## src/rtl/diag_pkg.sv

```systemverilog
package diag_pkg;

    parameter int CH = 8;

    typedef enum logic [1:0] {
        SQ_IDLE,
        SQ_XFER1,
        SQ_SETTLE,
        SQ_XFER2
    } seq_state_t;

    typedef enum logic [2:0] {
        PH_IDLE,
        PH_LEAD,
        PH_HIGH,
        PH_LOW,
        PH_LAG
    } phase_t;

    typedef struct packed {
        logic [CH-1:0] shorted;
        logic [CH-1:0] open;
    } fault_t;

    // sent bit 0 = on, 1 = off; returned bit = pin level (1 = high)
    function automatic fault_t classify(input logic [CH-1:0] sent,
                                        input logic [CH-1:0] rcvd);
        fault_t f;
        f.shorted = ~sent & rcvd;
        f.open    = sent & ~rcvd;
        return f;
    endfunction

endpackage

```

## src/rtl/spi_byte_xfer.sv

```systemverilog
module spi_byte_xfer
    import diag_pkg::*;
#(
    parameter int LEAD_CYC = 30,
    parameter int HALF_CYC = 25,
    parameter int LAG_CYC  = 30
) (
    input  logic          clk,
    input  logic          rst,
    input  logic          go,
    input  logic [CH-1:0] tx_byte,
    output logic          xfer_done,
    output logic [CH-1:0] rx_byte,
    output logic          spi_ce,
    output logic          spi_sclk,
    output logic          spi_si,
    input  logic          spi_so
);

    localparam int MAXC = (LEAD_CYC > HALF_CYC) ?
                          ((LEAD_CYC > LAG_CYC) ? LEAD_CYC : LAG_CYC) :
                          ((HALF_CYC > LAG_CYC) ? HALF_CYC : LAG_CYC);
    localparam int TW   = $clog2(MAXC + 1);
    localparam int BW   = $clog2(CH);

    phase_t        ph;
    logic [TW-1:0] cnt;
    logic [BW-1:0] bitn;
    logic [CH-1:0] tx_sr;
    logic [CH-1:0] rx_sr;

    assign spi_si  = tx_sr[CH-1];
    assign rx_byte = rx_sr;

    always_ff @(posedge clk) begin
        if (rst) begin
            ph        <= PH_IDLE;
            cnt       <= '0;
            bitn      <= '0;
            tx_sr     <= '0;
            rx_sr     <= '0;
            spi_ce    <= 1'b1;
            spi_sclk  <= 1'b0;
            xfer_done <= 1'b0;
        end else begin
            xfer_done <= 1'b0;
            case (ph)
                PH_IDLE: begin
                    if (go) begin
                        tx_sr  <= tx_byte;
                        bitn   <= '0;
                        spi_ce <= 1'b0;
                        cnt    <= TW'(LEAD_CYC - 1);
                        ph     <= PH_LEAD;
                    end
                end
                PH_LEAD: begin
                    if (cnt == '0) begin
                        spi_sclk <= 1'b1;
                        cnt      <= TW'(HALF_CYC - 1);
                        ph       <= PH_HIGH;
                    end else begin
                        cnt <= cnt - 1'b1;
                    end
                end
                PH_HIGH: begin
                    if (cnt == '0) begin
                        spi_sclk <= 1'b0;
                        rx_sr    <= {rx_sr[CH-2:0], spi_so};
                        bitn     <= bitn + 1'b1;
                        if (bitn == BW'(CH - 1)) begin
                            cnt <= TW'(LAG_CYC - 1);
                            ph  <= PH_LAG;
                        end else begin
                            cnt <= TW'(HALF_CYC - 1);
                            ph  <= PH_LOW;
                        end
                    end else begin
                        cnt <= cnt - 1'b1;
                    end
                end
                PH_LOW: begin
                    if (cnt == '0) begin
                        spi_sclk <= 1'b1;
                        tx_sr    <= {tx_sr[CH-2:0], 1'b0};
                        cnt      <= TW'(HALF_CYC - 1);
                        ph       <= PH_HIGH;
                    end else begin
                        cnt <= cnt - 1'b1;
                    end
                end
                PH_LAG: begin
                    if (cnt == '0) begin
                        spi_ce    <= 1'b1;
                        xfer_done <= 1'b1;
                        ph        <= PH_IDLE;
                    end else begin
                        cnt <= cnt - 1'b1;
                    end
                end
                default: ph <= PH_IDLE;
            endcase
        end
    end

    // checker: length of the current clock high phase, saturating
    logic [TW-1:0] hrun;
    always_ff @(posedge clk) begin
        if (rst)                        hrun <= '0;
        else if (!spi_sclk)             hrun <= '0;
        else if (hrun != TW'(HALF_CYC)) hrun <= hrun + 1'b1;
    end

    p_sclk_gated_r3: assert property (@(posedge clk) disable iff (rst)
        spi_sclk |-> !spi_ce);

    p_ce_edge_low_r3: assert property (@(posedge clk) disable iff (rst)
        (spi_ce != $past(spi_ce)) |-> !spi_sclk);

    p_si_hold_r2: assert property (@(posedge clk) disable iff (rst)
        (spi_sclk && $past(spi_sclk)) |-> $stable(spi_si));

    p_high_time_r4: assert property (@(posedge clk) disable iff (rst)
        $fell(spi_sclk) |-> (hrun >= TW'(HALF_CYC)));

endmodule

```

## src/rtl/settle_timer.sv

```systemverilog
module settle_timer #(
    parameter int SETTLE_CYC = 25000
) (
    input  logic clk,
    input  logic rst,
    input  logic arm,
    output logic fire
);

    localparam int CW = $clog2(SETTLE_CYC + 1);

    logic [CW-1:0] cnt;
    logic          run;

    always_ff @(posedge clk) begin
        if (rst) begin
            cnt  <= '0;
            run  <= 1'b0;
            fire <= 1'b0;
        end else begin
            fire <= 1'b0;
            if (arm) begin
                cnt <= CW'(SETTLE_CYC - 1);
                run <= 1'b1;
            end else if (run) begin
                if (cnt == '0) begin
                    run  <= 1'b0;
                    fire <= 1'b1;
                end else begin
                    cnt <= cnt - 1'b1;
                end
            end
        end
    end

endmodule

```

## src/rtl/fault_decoder.sv

```systemverilog
module fault_decoder
    import diag_pkg::*;
(
    input  logic          clk,
    input  logic          rst,
    input  logic          capture,
    input  logic [CH-1:0] sent,
    input  logic [CH-1:0] rcvd,
    output fault_t        faults
);

    always_ff @(posedge clk) begin
        if (rst)          faults <= '0;
        else if (capture) faults <= classify(sent, rcvd);
    end

endmodule

```

## src/rtl/drv_fault_diag.sv

```systemverilog
module drv_fault_diag
    import diag_pkg::*;
#(
    parameter int SETTLE_CYC = 25000,
    parameter int LEAD_CYC   = 30,
    parameter int HALF_CYC   = 25,
    parameter int LAG_CYC    = 30
) (
    input  logic          clk,
    input  logic          rst,
    input  logic          start,
    input  logic [CH-1:0] req_byte,
    output logic          busy,
    output logic          done,
    output logic [CH-1:0] short_mask,
    output logic [CH-1:0] open_mask,
    output logic          spi_ce,
    output logic          spi_sclk,
    output logic          spi_si,
    input  logic          spi_so
);

    localparam int CW = $clog2(SETTLE_CYC + 1);

    seq_state_t    st;
    logic [CH-1:0] byte_q;
    logic          go;
    logic          x_done;
    logic [CH-1:0] rx_byte;
    logic [CH-1:0] tx_sel;
    logic          arm;
    logic          fire;
    logic          capture;
    fault_t        faults;

    assign go      = ((st == SQ_IDLE) && start) || ((st == SQ_SETTLE) && fire);
    assign tx_sel  = (st == SQ_IDLE) ? req_byte : byte_q;
    assign arm     = (st == SQ_XFER1) && x_done;
    assign capture = (st == SQ_XFER2) && x_done;
    assign busy    = (st != SQ_IDLE);

    always_ff @(posedge clk) begin
        if (rst) begin
            st     <= SQ_IDLE;
            byte_q <= '0;
            done   <= 1'b0;
        end else begin
            done <= 1'b0;
            case (st)
                SQ_IDLE:   if (start) begin
                               byte_q <= req_byte;
                               st     <= SQ_XFER1;
                           end
                SQ_XFER1:  if (x_done) st <= SQ_SETTLE;
                SQ_SETTLE: if (fire)   st <= SQ_XFER2;
                SQ_XFER2:  if (x_done) begin
                               st   <= SQ_IDLE;
                               done <= 1'b1;
                           end
                default:   st <= SQ_IDLE;
            endcase
        end
    end

    spi_byte_xfer #(
        .LEAD_CYC (LEAD_CYC),
        .HALF_CYC (HALF_CYC),
        .LAG_CYC  (LAG_CYC)
    ) u_xfer (
        .clk       (clk),
        .rst       (rst),
        .go        (go),
        .tx_byte   (tx_sel),
        .xfer_done (x_done),
        .rx_byte   (rx_byte),
        .spi_ce    (spi_ce),
        .spi_sclk  (spi_sclk),
        .spi_si    (spi_si),
        .spi_so    (spi_so)
    );

    settle_timer #(.SETTLE_CYC(SETTLE_CYC)) u_settle (
        .clk  (clk),
        .rst  (rst),
        .arm  (arm),
        .fire (fire)
    );

    fault_decoder u_dec (
        .clk     (clk),
        .rst     (rst),
        .capture (capture),
        .sent    (byte_q),
        .rcvd    (rx_byte),
        .faults  (faults)
    );

    assign short_mask = faults.shorted;
    assign open_mask  = faults.open;

    // checker: cycles since the first transfer ended, saturating
    logic [CW-1:0] since;
    always_ff @(posedge clk) begin
        if (rst)                          since <= '0;
        else if (arm)                     since <= '0;
        else if (since != CW'(SETTLE_CYC)) since <= since + 1'b1;
    end

    p_settle_gap_r5: assert property (@(posedge clk) disable iff (rst)
        ((st == SQ_SETTLE) && fire) |-> (since >= CW'(SETTLE_CYC)));

    p_done_pulse_r9: assert property (@(posedge clk) disable iff (rst)
        done |=> !done);

    p_done_ends_busy_r9: assert property (@(posedge clk) disable iff (rst)
        done |-> ($past(busy) && !busy));

    p_masks_frozen_r9: assert property (@(posedge clk) disable iff (rst)
        !done |-> ($stable(short_mask) && $stable(open_mask)));

    p_ignore_start_r10: assert property (@(posedge clk) disable iff (rst)
        (busy && start) |=> $stable(byte_q));

endmodule

```

## config.mk

```make
export PLATFORM = sky130hd
export DESIGN_NAME = drv_fault_diag
export DESIGN_NICKNAME = d
export VERILOG_FILES = /design/src/rtl/diag_pkg.sv /design/src/rtl/spi_byte_xfer.sv /design/src/rtl/settle_timer.sv /design/src/rtl/fault_decoder.sv /design/src/rtl/drv_fault_diag.sv
export SDC_FILE = /design/constraint.sdc
export NUM_CORES = 1
export LEC_CHECK = 0
export BUFFER_PORTS_ARGS = -buffer_cell sky130_fd_sc_hd__buf_2
export CAP_MARGIN = 40
export CORE_ASPECT_RATIO = 0.7
export CORE_UTILIZATION = 63
export DETAILED_ROUTE_END_ITERATION = 12
export GPL_TIMING_DRIVEN = 0
export PLACE_DENSITY_LB_ADDON = 0.15
export SKIP_LAST_GASP = 1
export SYNTH_ARGS = -nofsm -noshare
export SYNTH_HDL_FRONTEND = slang
export SYNTH_SLANG_ARGS = --single-unit
```

## constraint.sdc

```tcl
create_clock -name clk -period 3.5 [get_ports clk]
set_clock_uncertainty 0.05 [all_clocks]
set_input_delay 0.175 -clock clk [delete_from_list [all_inputs] [get_ports clk]]
set_output_delay 0.175 -clock clk [all_outputs]
set_load 0.005 [all_outputs]
```

==> metrics <==
status=finished, final reports clean; met1 WL=3690 microns; WL met3=507 microns; Synth cell types=51; Worst EP required=3.73 ns; Num Clock Sinks=74; Final Cycle Share=0.628; RSZ-0062 raised after global routing=false; input/output buffers=31; total CTS buffers=9; post-route setup slack=1.30 ns; Max Cap Violations=0; Max Freq=455 MHz; CTS root buf=clkbuf_8; clock latency on the worst-skew pair=0.36 ns; startpoint types=flop; # H-tree levels=3; worst-case reg-to-reg path depth=7; global-route wire length before repair=12,900 microns; core area=4940 sq um; leakage=1.53 nW; clock group share of total power=0.277; DRC viols=0; Final ANT Viol Nets=0; Nets=445; Synth-to-Final Area Change=13.8%; slowest library cell on the worst path=mux2_2; Post-DP HPWL=5380 microns; gp weighted congestion=0.853; Initial Util=0.677; DR pass1 iterations=5; WL/cell=15.7 microns; worst path arrival time=2.43 ns; Power Dens Cells=663 nW/um^2; Rel. slew slack=0.548; die height=63.0 microns; CTS clk-pin slew, worst paths=0.08 ns; Syn Inst Count=382; layout cell share with drive strength beyond 1=0.149; gr ovfl total=0; Post-Route WL=7840 microns; total power=0.00253 W; DRT iter0 DRCs=237; CP Max Fanout=7; Worst VDD drop=0.000376 V; worst path cell trace=inv_1 -> ha_1 -> nor4b_1 -> nand4_1 -> nand2_1 -> mux2_2 -> a21oi_1; Yosys top cell area share=0.443; main flop type after synthesis=dfxtp_1; CTS tree=yes; final hold vios=0; Mapped Nets=402; internal power=0.00161 W; Slew @ Worst Pin=0.676 ns; final setup violation count=0; met2 routed WL=3530 microns; Global Route Usage Sum=0.303; Die X=89.1 microns; Via-to-Cell Ratio=6.03; Final Max Slew Viols=0; Hold Slack=0.0273 ns; largest net degree at the start of global routing=16; highest layer used for signal routing=met4; CTS resizes=0; number of synthesized flops with an enable pin=0; worst hold path stage count=3; number of global-route vias before repair=2,743; net switching power=0.000913 W; Vias=3,010; async set-or-reset flop fraction in the synthesized netlist=0; post-layout minimum cycle time=2.20 ns; Reg power frac=0.408; WS Path Type=reg -> reg; pre-CTS setup slack=1.41 ns; row cnt=21; top cells by count, synth=dfxtp_1 (74), nor2_1 (53), a21oi_1 (40), nand2_1 (32), inv_1 (19); most common cell in the netlist=dfxtp_1; crit-path max cell delay=0.37 ns; diode count=0; Yosys Warn Count=0; clk buf depth=2; final core utilization=0.771; post-synthesis cell area=3340 sq um; flops & latches, synth=74; IO Count=33; initial antenna violation count=0; Syn Area/Cell=8.76 sq um; sequential share of the synthesized area=0.443; Post-CTS Setup Bufs=0; Area contributors post-synth=dfxtp_1 (44%), a21oi_1 (6.0%), nor2_1 (5.9%); area leader, netlist=dfxtp_1; Setup crit end kind=flop; switching share of power=0.362; setup total negative slack=0 ns; die footprint=5610 sq um; Comb pwr share=0.315; min-delay worst type=in -> reg
[area by class of cell]
| type | instances | area, sq um |
|---|---|---|
| flip-flops and latches | 74 | 1480 |
| multi-input cells | 268 | 1700 |
| clock buffers | 9 | 124 |
| clock inverters | 7 | 86.3 |
| repair buffers | 32 | 165 |
| inverters | 19 | 71.3 |
| fillers | 369 | 1130 |
| well taps | 69 | 86.3 |
| plain buffers | 21 | 92.6 |
[power groups by stage]
stage,logic [W],clock network (W),registers [W]
global route,0.000877,0.000748,0.00104
floorplan,0.000618,0,0.00102
global placement,0.000755,0,0.00104
finish,0.000796,0.000699,0.00103
CTS,0.000781,0.000708,0.00103
detailed placement,0.000769,0,0.00105
[placed cells by master, fill, tap and decap left out, drive strengths merged, types with 4 or more instances in the layout]
cell type,n
dfxtp,74
o41ai,10
a31oi,4
ha,8
o21ai,6
nand4,5
clkbuf,24
nor2b,4
nor2,54
a32o,8
nand3,16
a21oi,41
mux2i,18
xnor2,6
xor2,5
nand2,32
buf,37
nor3,12
inv,22
[layer usage]
metal / vias up / track usage
met5: - / 0
met4: 0 / 0.0913
met3: 17 / 0.0859
met2: 121 / 0.460
met1: 1430 / 0.415
li1: 1442 / -
[sequential cells by signal (all words and copies together), names as in the netlist]
signal	cells
u_dec.faults	16
u_settle.cnt	15
byte_q	8
u_xfer.rx_byte	8
u_xfer.tx_sr	8
u_xfer.cnt	5
u_xfer.bitn	3
u_xfer.ph	3
st	2
done	1
u_settle.fire	1
u_settle.run	1
u_xfer.spi_ce	1
u_xfer.spi_sclk	1
u_xfer.xfer_done	1
[timing repair]
item,in CTS,in global routing
endpoints found under the setup margin,0,0
hold buffers,1,0
hold endpoints to repair,1,0
[critical path, delay by kind of cell (launching register included)]
family	cells	cell delay (ns)
AND/OR/NAND/NOR	3	0.86
multiplexers	1	0.37
flip-flops	1	0.32
adder cells (fa/ha/maj)	1	0.28
AO/OA/AOI/OAI	1	0.15
buffers and inverters	1	0.09
[stage by stage]
stage	instance area, sq um	cells
2_1_floorplan	3340	382
3_3_place_gp	3590	482
3_5_place_dp	3590	482
4_1_cts	3810	499
5_1_grt	3810	499
6_report	3810	499
[final timing paths]
kind,from,slack (ns),endpoint
worst min-delay path,req_byte[7],0.03,byte_q[7]
worst max register to register,u_settle.cnt[0],1.30,u_settle.cnt[1]
worst min register to register,u_dec.faults[15],0.41,u_dec.faults[15]
worst max-delay path,u_settle.cnt[0],1.30,u_settle.cnt[1]
[cell families after synthesis]
logic type                 after synthesis  share of synthesized area
DFF                                     74                      0.443
and+or+nand+nor                        144                      0.219
muxes                                   19                     0.0572
buffers and inverters                   40                     0.0490
adders and majority gates                8                     0.0299
xor gates and xnor gates                11                     0.0288
AOI/OAI and AO/OA                       86                      0.173
(Power assumes the default switching activity.)
